File: src/rtl/hbs_pkg.sv
package hbs_pkg;

    localparam int DATA_W = 32;
    localparam int HALF_W = 16;

    typedef logic [1:0] hen_t;

    typedef enum logic [2:0] {
        S_IDLE,
        S_WPRE,
        S_WDAT,
        S_RWAIT,
        S_RDAT,
        S_END
    } phase_e;

    typedef struct packed {
        logic is_reg;
        hen_t hen;
    } attr_t;

    // keep old halves whose enable is clear
    function automatic logic [DATA_W-1:0] half_merge(input logic [DATA_W-1:0] old_w,
                                                     input logic [DATA_W-1:0] new_w,
                                                     input hen_t hen);
        logic [DATA_W-1:0] r;
        for (int h = 0; h < 2; h++)
            r[h*HALF_W +: HALF_W] = hen[h] ? new_w[h*HALF_W +: HALF_W] : old_w[h*HALF_W +: HALF_W];
        return r;
    endfunction

    // zero halves whose enable is clear
    function automatic logic [DATA_W-1:0] half_zero(input logic [DATA_W-1:0] w, input hen_t hen);
        logic [DATA_W-1:0] r;
        for (int h = 0; h < 2; h++)
            r[h*HALF_W +: HALF_W] = hen[h] ? w[h*HALF_W +: HALF_W] : '0;
        return r;
    endfunction

endpackage

File: src/rtl/hbs_cmd_fifo.sv
module hbs_cmd_fifo #(
    parameter int DEPTH = 8,
    parameter int W     = 36
) (
    input  logic         clk,
    input  logic         rst,
    input  logic         push,
    input  logic [W-1:0] din,
    output logic         pop,
    output logic [W-1:0] head,
    output logic         full,
    output logic         empty
);
    localparam int PTR_W = (DEPTH > 1) ? $clog2(DEPTH) : 1;
    localparam int CNT_W = $clog2(DEPTH + 1);
    localparam logic [PTR_W-1:0] LAST_P = PTR_W'(DEPTH - 1);

    logic [W-1:0]     slots [DEPTH];
    logic [PTR_W-1:0] wp, rp;
    logic [CNT_W-1:0] cnt;
    logic             tick;
    logic             push_ok;

    assign full    = (cnt == CNT_W'(DEPTH));
    assign empty   = (cnt == '0);
    assign push_ok = push && !full;
    assign pop     = tick && !empty;
    assign head    = slots[rp];

    always_ff @(posedge clk) begin
        if (push_ok) slots[wp] <= din;
    end

    always_ff @(posedge clk) begin
        if (rst) begin
            wp   <= '0;
            rp   <= '0;
            cnt  <= '0;
            tick <= 1'b0;
        end else begin
            tick <= ~tick;
            if (push_ok) wp <= (wp == LAST_P) ? '0 : wp + 1'b1;
            if (pop)     rp <= (rp == LAST_P) ? '0 : rp + 1'b1;
            case ({push_ok, pop})
                2'b10:   cnt <= cnt + 1'b1;
                2'b01:   cnt <= cnt - 1'b1;
                default: cnt <= cnt;
            endcase
        end
    end
endmodule

File: src/rtl/hbs_ctrl.sv
module hbs_ctrl
    import hbs_pkg::*;
#(
    parameter int ADDR_W = 4
) (
    input  logic              clk,
    input  logic              rst,
    input  logic              sel_n,
    input  logic              strb_n,
    input  logic              rnw,
    input  logic              reg_sel,
    input  logic              last_n,
    input  hen_t              hen,
    input  logic [ADDR_W-1:0] addr,
    input  logic              fifo_full,
    input  logic              fifo_empty,
    output logic [ADDR_W-1:0] cur_addr,
    output attr_t             cur_attr,
    output logic              wr_fire,
    output logic              rd_act,
    output logic              rdy_n,
    output logic              stop_n
);
    phase_e phase;
    logic   accept;

    assign accept  = !cur_attr.is_reg || !fifo_full;
    assign wr_fire = (phase == S_WDAT) && accept;
    assign rd_act  = (phase == S_RDAT);
    assign rdy_n   = !((phase == S_WPRE) || (phase == S_WDAT) || (phase == S_RDAT));
    assign stop_n  = !(((phase == S_WDAT) && cur_attr.is_reg && fifo_full) ||
                       ((phase == S_RDAT) && cur_attr.is_reg));

    always_ff @(posedge clk) begin
        if (rst) begin
            phase    <= S_IDLE;
            cur_addr <= '0;
            cur_attr <= '0;
        end else begin
            case (phase)
                S_IDLE: if (!sel_n && !strb_n) begin
                    cur_addr <= addr;
                    cur_attr <= '{is_reg: reg_sel, hen: hen};
                    phase    <= rnw ? S_RWAIT : S_WPRE;
                end
                S_WPRE: phase <= S_WDAT;
                S_WDAT: if (accept) begin
                    cur_addr <= cur_addr + 1'b1;
                    if (!last_n) phase <= S_END;
                end
                S_RWAIT: if (!cur_attr.is_reg || fifo_empty) phase <= S_RDAT;
                S_RDAT: begin
                    if (!last_n) phase <= S_END;
                    else         cur_addr <= cur_addr + 1'b1;
                end
                S_END: if (sel_n) phase <= S_IDLE;
                default: phase <= S_IDLE;
            endcase
        end
    end
endmodule

File: src/rtl/hbus_burst_slave.sv
module hbus_burst_slave
    import hbs_pkg::*;
#(
    parameter int ADDR_W     = 4,
    parameter int FIFO_DEPTH = 8
) (
    input  logic              clk,
    input  logic              rst,
    input  logic              sel_n,
    input  logic              strb_n,
    input  logic              rnw,
    input  logic              reg_sel,
    input  logic              last_n,
    input  logic [1:0]        hen,
    input  logic [ADDR_W-1:0] addr,
    input  logic [31:0]       wdata,
    output logic              rdy_n,
    output logic              stop_n,
    output logic              rdata_oe,
    output logic [31:0]       rdata
);
    localparam int WORDS   = 1 << ADDR_W;
    localparam int ENTRY_W = ADDR_W + DATA_W;

    logic [DATA_W-1:0]  mem  [WORDS];
    logic [DATA_W-1:0]  regs [WORDS];
    logic [ADDR_W-1:0]  cur_addr;
    attr_t              cur_attr;
    logic               wr_fire, rd_act, push, pop, fifo_full, fifo_empty;
    logic [ENTRY_W-1:0] head;
    logic [DATA_W-1:0]  raw;

    hbs_ctrl #(.ADDR_W(ADDR_W)) ctrl_i (
        .clk(clk), .rst(rst), .sel_n(sel_n), .strb_n(strb_n), .rnw(rnw),
        .reg_sel(reg_sel), .last_n(last_n), .hen(hen), .addr(addr),
        .fifo_full(fifo_full), .fifo_empty(fifo_empty),
        .cur_addr(cur_addr), .cur_attr(cur_attr), .wr_fire(wr_fire),
        .rd_act(rd_act), .rdy_n(rdy_n), .stop_n(stop_n)
    );

    assign push = wr_fire && cur_attr.is_reg && (cur_attr.hen == 2'b11);

    hbs_cmd_fifo #(.DEPTH(FIFO_DEPTH), .W(ENTRY_W)) fifo_i (
        .clk(clk), .rst(rst), .push(push), .din({cur_addr, wdata}),
        .pop(pop), .head(head), .full(fifo_full), .empty(fifo_empty)
    );

    always_ff @(posedge clk) begin
        if (rst) begin
            for (int i = 0; i < WORDS; i++) begin
                mem[i]  <= '0;
                regs[i] <= '0;
            end
        end else begin
            if (wr_fire && !cur_attr.is_reg)
                mem[cur_addr] <= half_merge(mem[cur_addr], wdata, cur_attr.hen);
            if (pop)
                regs[head[ENTRY_W-1 -: ADDR_W]] <= head[DATA_W-1:0];
        end
    end

    always_comb begin
        if (cur_attr.is_reg) raw = (cur_attr.hen == 2'b11) ? regs[cur_addr] : '0;
        else                 raw = mem[cur_addr];
    end

    assign rdata_oe = rd_act;
    assign rdata    = rd_act ? half_zero(raw, cur_attr.hen) : '0;
endmodule

File: config.mk
export PLATFORM = sky130hd
export DESIGN_NAME = hbus_burst_slave
export DESIGN_NICKNAME = d
export VERILOG_FILES = /design/src/rtl/hbs_pkg.sv /design/src/rtl/hbs_cmd_fifo.sv /design/src/rtl/hbs_ctrl.sv /design/src/rtl/hbus_burst_slave.sv
export SDC_FILE = /design/constraint.sdc
export NUM_CORES = 2
export LEC_CHECK = 0
export BUFFER_PORTS_ARGS = -buffer_cell sky130_fd_sc_hd__clkbuf_2
export CAP_MARGIN = 20
export CORE_MARGIN = 2
export CORE_UTILIZATION = 50
export CTS_CLUSTER_SIZE = 20
export DETAILED_ROUTE_END_ITERATION = 7
export PLACE_DENSITY = 0.66
export SYNTH_ARGS = -nofsm -noshare
export SYNTH_HDL_FRONTEND = slang
export SYNTH_HIERARCHICAL = 1
export SYNTH_SLANG_ARGS = --single-unit
File: constraint.sdc
create_clock -name clk -period 7.2 [get_ports clk]
set_input_delay 0.72 -clock clk [delete_from_list [all_inputs] [get_ports clk]]
set_output_delay 0.72 -clock clk [all_outputs]
set_load 0.05 [all_outputs]
-- Word level (Yosys, flattened, before mapping)
Memory sizes are Yosys's and may differ from the RTL's. A register that Yosys moved wholly into a read port is not among the register bits.
Cells that the tools add are included.
- memories kept: 3
- bits in writable memories: 1312
- word-level logic and storage cells: 107
- input bits: 45
- register bits after elaboration: 21
- memory list (memory ; words ; bits a word ; read ports ; clocked after Yosys merged registers in ; write ports ; RTL line ; text):
    mem ; 16 ; 32 ; 1 ; 1 ; 16 ; hbus_burst_slave.sv:25 ; logic [DATA_W-1:0] mem [WORDS];
    regs ; 16 ; 32 ; 1 ; 1 ; 16 ; hbus_burst_slave.sv:26 ; logic [DATA_W-1:0] regs [WORDS];
    fifo_i.slots ; 8 ; 36 ; 1 ; 1 ; 1 ; hbs_cmd_fifo.sv:18 ; logic [W-1:0] slots [DEPTH];
- muxes and demuxes: 43
- bitwise logic cells: 1
- add/subtract/negate cells: 5
- reduce and logical (&&, ||, !) cells: 31
- eq/ne operators: 16
- operator list (cell ; count):
    32-bit two-way mux ; 5
    16-bit two-way mux ; 4
    32-bit OR reduction ; 2
    4-bit two-way mux ; 9
    3-bit two-way mux ; 9
    3-bit case mux with 6 select lines ; 1
    3-bit equality test, second input constant ; 4
    1-bit two-way mux ; 12
    4-bit case mux with 3 select lines ; 1
    1-bit logical AND ; 10
    4-bit by 1-bit adder with 4-bit output, second input constant ; 2
    4-bit case mux with 2 select lines ; 1
    4-bit AND reduction ; 2
    1-bit logical NOT ; 7
    3-bit by 1-bit adder with 3-bit output, second input constant ; 2
    3-bit by 2-bit equality test with 1-bit output, second input constant ; 2
    2-bit by 1-bit != test with 1-bit output, second input constant ; 3
    1-bit logical OR ; 5
    2-bit equality test, second input constant ; 2
    4-bit equality test, second input constant ; 1
    4-bit logical NOT ; 1
    2-bit != test, second input constant ; 2
    4-bit by 1-bit subtractor with 4-bit output, second input constant ; 1
    3-bit by 1-bit equality test with 1-bit output, second input constant ; 1
    7 further kinds ; 7

-- Longest topological paths before layout
- depth in word-level cells: 10
- depth in mapped cells: 16

-- By module
Netlist, hierarchy kept.
- modules (own cells, without submodules) (module ; cells each ; sequential area each (um2) ; times used ; area each (um2)):
    hbus_burst_slave ; 3403 ; 30749.5 ; 1 ; 47490.5
    hbs_cmd_fifo ; 498 ; 8928.6 ; 1 ; 11787.6
    hbs_ctrl ; 78 ; 200.2 ; 1 ; 646.9

-- Worst setup path before layout
No wires, ideal clock.
- path kind: register to register
- from: reg ctrl_i.phase[1]
- to: mem fifo_i.slots[0][0], enable pin
- buffers on the path: 2
- stages on the path, launching flop included: 9
- slack: 1.736 ns
- setup time: 0.519 ns
- data required time: 6.681 ns
- arrival: 4.945 ns
- cells stage by stage: dfxtp_1 buf_2 nor2b_1 nand2_1 nor2_1 and4_1 a21bo_1 buf_4 nor4_1
- longest elaborated chain between the ends: 7
- RTL lines (element ; RTL line ; text):
    start: declaration ; hbs_ctrl.sv:24 ; phase_e phase;
    start signal: assignment ; hbs_ctrl.sv:44 ; phase <= rnw ? S_RWAIT : S_WPRE;
    3-bit by 2-bit equality test with 1-bit output ; hbs_ctrl.sv:28 ; assign wr_fire = (phase == S_WDAT) && accept;
    1-bit logical AND ; hbs_ctrl.sv:28 ;
    via wr_fire ; hbus_burst_slave.sv:29 ; logic wr_fire, rd_act, push, pop, fifo_full, fifo_empty;
    1-bit logical AND (2 in a row) ; hbus_burst_slave.sv:41 ; assign push = wr_fire && cur_attr.is_reg && (cur_attr.hen == 2'b11);
    via push ; hbus_burst_slave.sv:29 ;
    1-bit logical AND ; hbs_cmd_fifo.sv:26 ; assign push_ok = push && !full;
    1-bit two-way mux ; hbs_cmd_fifo.sv:31 ; if (push_ok) slots[wp] <= din;
    1-bit two-way mux (implied by the code) ; hbs_cmd_fifo.sv:31 ;
    end: declaration ; hbs_cmd_fifo.sv:18 ;
The timed path passes the listed nets, and every way through them passes these cells.

-- Worst setup path in the final report
- from: reg ctrl_i.phase[2]
- to: out rdata[31]
- longest elaborated chain between the ends: 2
- RTL lines (element ; RTL line ; text):
    3-bit equality test ; hbs_ctrl.sv:29 ; assign rd_act = (phase == S_RDAT);
    32-bit two-way mux ; hbus_burst_slave.sv:68 ; assign rdata = rd_act ? half_zero(raw, cur_attr.hen) : '0;
    end: declaration ; hbus_burst_slave.sv:20 ; output logic [31:0] rdata
Every way passes these cells.

==> qor.txt <==
Status: complete, no violations
Cell Rows: 127
Placed Area: 61,590 um^2
Final instance area: 65,930 um^2
R2r setup slk: 2.21 ns
DR vias: 36,480
Maxcap violations: 0
Simple-gate share of the synthesized area: 0.1315
Reg2reg end: mem[9][23]
Worst min-delay path category: in2reg
Pre-antenna DRT Iters: 8
IO Pins: 80
Synth Area per Inst: 15.06 um^2
Clk sink count: 1,336
H-tree depth: 4
Final non-filler cell total: 5,634
Worst-path clk slew: 0.06 ns
Worst Path Required: 6.48 ns
Worst Path Arrival: 4.53 ns
Compound-Gate Fraction of Synth Area: 0.04153
Largest net degree at the start of global routing: 135
Power Dens Cells: 302.9 nW/um^2
First-pass GRT wire length: 251,900 um
Most common cell after layout, fill and taps aside: edfxtp_1
Hold depth: 3
# nets final: 3,968
Min-delay src: hen[1]
Asr flop ratio synth: 0
Buf+Inv Stages, Crit Path: 1
Pins over their slew limit: 0
Post-synth EDFFs: 1,312
Adder-cell area share of the yosys netlist: 0.001670
Fmax achieved: 190.4 MHz
Vias in the first global route: 35,130
DRT iter0 DRCs: 5,132
WL per Instance: 31.23 um
Routability cong.: 0.8639
Crit start category: flip-flop
Largest family of logic cells by synthesized area: simple AND/OR/NAND/NOR gates
Worst vdd ir: 0.2900 mV
Antenna viol nets, final: 0
Syn Inst Count: 3,979
Yosys reg bits: 1,336
Setup TNS: 0 ns
XOR/XNOR share of the synthesized area: 0.0007099
Total power: 0.01997 W
DRC viols: 0
Crit end category: output pin
Unique cell type count in the Yosys netlist: 63
CP peak stage delay: 1.08 ns
Initial core utilization: 0.5022
Post-DP HPWL: 104,000 um
Layout Area Growth over Synthesis: 10.02%
Slew Limit Headroom: 0.1227
Post-DR vias/cell: 6.474
Commonest register cell after synthesis: edfxtp_1
Die width: 350.2 um
Number of antenna violations at the first check in global routing: 10
Post-CTS sizing: 0
Most frequent cells in the layout: edfxtp_1 (1,312), and2_1 (513), mux2i_1 (390)
Core area: 119,300 um^2
Period utilization: 0.7295
Tmin final: 5.253 ns
Hold EP: ctrl_i/cur_attr[1]
Hold buffers post-CTS: 0
Cell area after synthesis: 59,920 um^2
Worst path slowest cell: and3_1
Mux cell area share after synthesis: 0.1274
Inst Count DP: 5,381
RSZ-0062 raised after global routing: no
Cell-by-cell trace of the critical path: nand2b_1 -> nor2_1 -> nor2b_1 -> and3_1 -> nand3_1 -> nand4_1 -> clkbuf_2
Synth Warn #: 6
GRT overflow: 0
Crit Path Max Fanout: 16
Final setup violation count: 0
CTS max path bufs: 3
Fraction of layout cells with a size suffix above 1: 0.1574
R2R Path Start: fifo_i/cnt[1]
Root buffer cell: clkbuf_16
# port buffers: 79
Post-CTS Setup Bufs: 0
CTS Buf Count: 142
Die area: 122,600 um^2
Final hold vios: 0
Reg2Reg Depth: 10
Drt total wl: 176,000 um
Net Count, Synth: 4,032
Delay-heaviest family, CP: simple AND/OR/NAND/NOR gates
Critical path class: reg2out
Clock Skew: 0.02874 ns
Tightest Pin Transition: 1.313 ns
CTS tree: yes
Clk_lat worst skew: 0.77 ns
Global Route Usage Sum: 0.2877
Die Ht: 350.2 um
Sequential area share after synthesis: 0.6655
P_leak: 22.18 nW
-- cells in the mapped netlist (3+ instances only) --
| master | count | share of area |
|---|---|---|
| a21oi_1 | 18 | 0.0015 |
| xor2_1 | 3 | 0.00044 |
| mux4_1 | 64 | 0.028 |
| buf_6 | 19 | 0.0036 |
| clkbuf_1 | 200 | 0.013 |
| nor3b_1 | 3 | 0.00038 |
| edfxtp_1 | 1312 | 0.66 |
| nor4_1 | 258 | 0.027 |
| or3_1 | 3 | 0.00031 |
| mux2_2 | 37 | 0.0070 |
| buf_2 | 84 | 0.0070 |
| dfxtp_1 | 24 | 0.0080 |
| buf_4 | 43 | 0.0054 |
| ha_1 | 8 | 0.0017 |
| nand4_1 | 33 | 0.0034 |
| nand2_1 | 23 | 0.0014 |
| or2_2 | 18 | 0.0019 |
| nor2b_1 | 42 | 0.0044 |
| a22oi_1 | 223 | 0.028 |
| and2_1 | 514 | 0.054 |
| nor3_1 | 268 | 0.022 |
| nand2b_1 | 26 | 0.0027 |
| mux4_2 | 72 | 0.027 |
| and3_1 | 3 | 0.00031 |
| and3b_1 | 4 | 0.00058 |
| mux2i_1 | 390 | 0.065 |
| a21oi_2 | 59 | 0.0086 |
| nor2_1 | 36 | 0.0023 |
| inv_1 | 5 | 0.00031 |
| nand3_1 | 101 | 0.0084 |
| buf_1 | 44 | 0.0028 |
-- state kept, by name, indices dropped and copies added (netlist names), named ones only --
name,cells
regs,512
fifo_i/tick,1
fifo_i/wp,3
fifo_i/cnt,4
mem,512
ctrl_i/cur_attr,3
ctrl_i/cur_addr,4
fifo_i/rp,3
ctrl_i/phase,3
fifo_i/slots,288
-- cell type report --
cell class	instances	area (um^2)
fillers	9382	53410
repair buffers	184	1265
diodes	1	2.502
multi-input cells	2246	18420
inverters	5	18.77
flip-flops and latches	1336	39890
clock buffers	184	3881
clock inverters	66	435.4
well taps	1612	2017
-- worst reg2reg max path, stage by stage (launching register included) --
cell,delay [ns]
dfxtp_1,0.48
nor3_1,0.12
and2_1,0.21
nand2_1,0.12
nand2_1,0.07
nor2_1,0.11
nor3b_1,1.06
and3b_1,0.45
nand2_2,0.63
nand2b_2,1.02
buf_4,0.41
-- per-layer routing --
metal | vias to the layer above | track usage | routed length, um
met5 | - | 0 | 47
met4 | 8 | 0.1034 | 6405
met3 | 371 | 0.07359 | 20110
met2 | 2126 | 0.4306 | 78480
met1 | 18530 | 0.4083 | 70920
li1 | 15450 | - | -
-- power by group --
group | switching, W | leakage [nW] | internal [W] | total [W]
registers | 0.000171 | 13.4 | 0.00880 | 0.00897
logic | 0.00274 | 6.70 | 0.00129 | 0.00403
clock network | 0.00300 | 2.12 | 0.00396 | 0.00696
total | 0.00592 | 22.2 | 0.0140 | 0.0200
-- cells by family after synthesis --
logic type | after synthesis
buffers and inverters | 397
and+or+nand+nor | 1347
muxes | 564
xor gates and xnor gates | 4
DFF | 1336
AOI/OAI and AO/OA | 323
adders and majority gates | 8
-- worst max-delay path by stage --
stage          slack [ns]  cells past startpoint                 end          startpoint
2_1_floorplan        1.74                      8  fifo_i/slots[0][0]     ctrl_i/phase[1]
3_3_place_gp         2.48                      9          mem[0][22]       fifo_i/cnt[1]
3_5_place_dp         2.43                     10          mem[9][17]       fifo_i/cnt[1]
4_1_cts              1.90                      5            rdata[7]  ctrl_i/cur_addr[0]
5_1_grt              1.78                      5            rdata[7]  ctrl_i/cur_addr[0]
6_report             1.95                      7           rdata[31]     ctrl_i/phase[2]
-- per-stage QoR --
stage	util	hold WS (ns)	setup WS [ns]
2_1_floorplan	-	0.4119	1.736
3_3_place_gp	0.5158	0.4399	2.484
3_5_place_dp	0.5161	0.4445	2.433
4_1_cts	0.5522	0.1765	1.902
5_1_grt	0.5524	0.1966	1.781
6_report	0.5525	0.2097	1.947
Note: power is estimated with default switching activity, not from simulation.
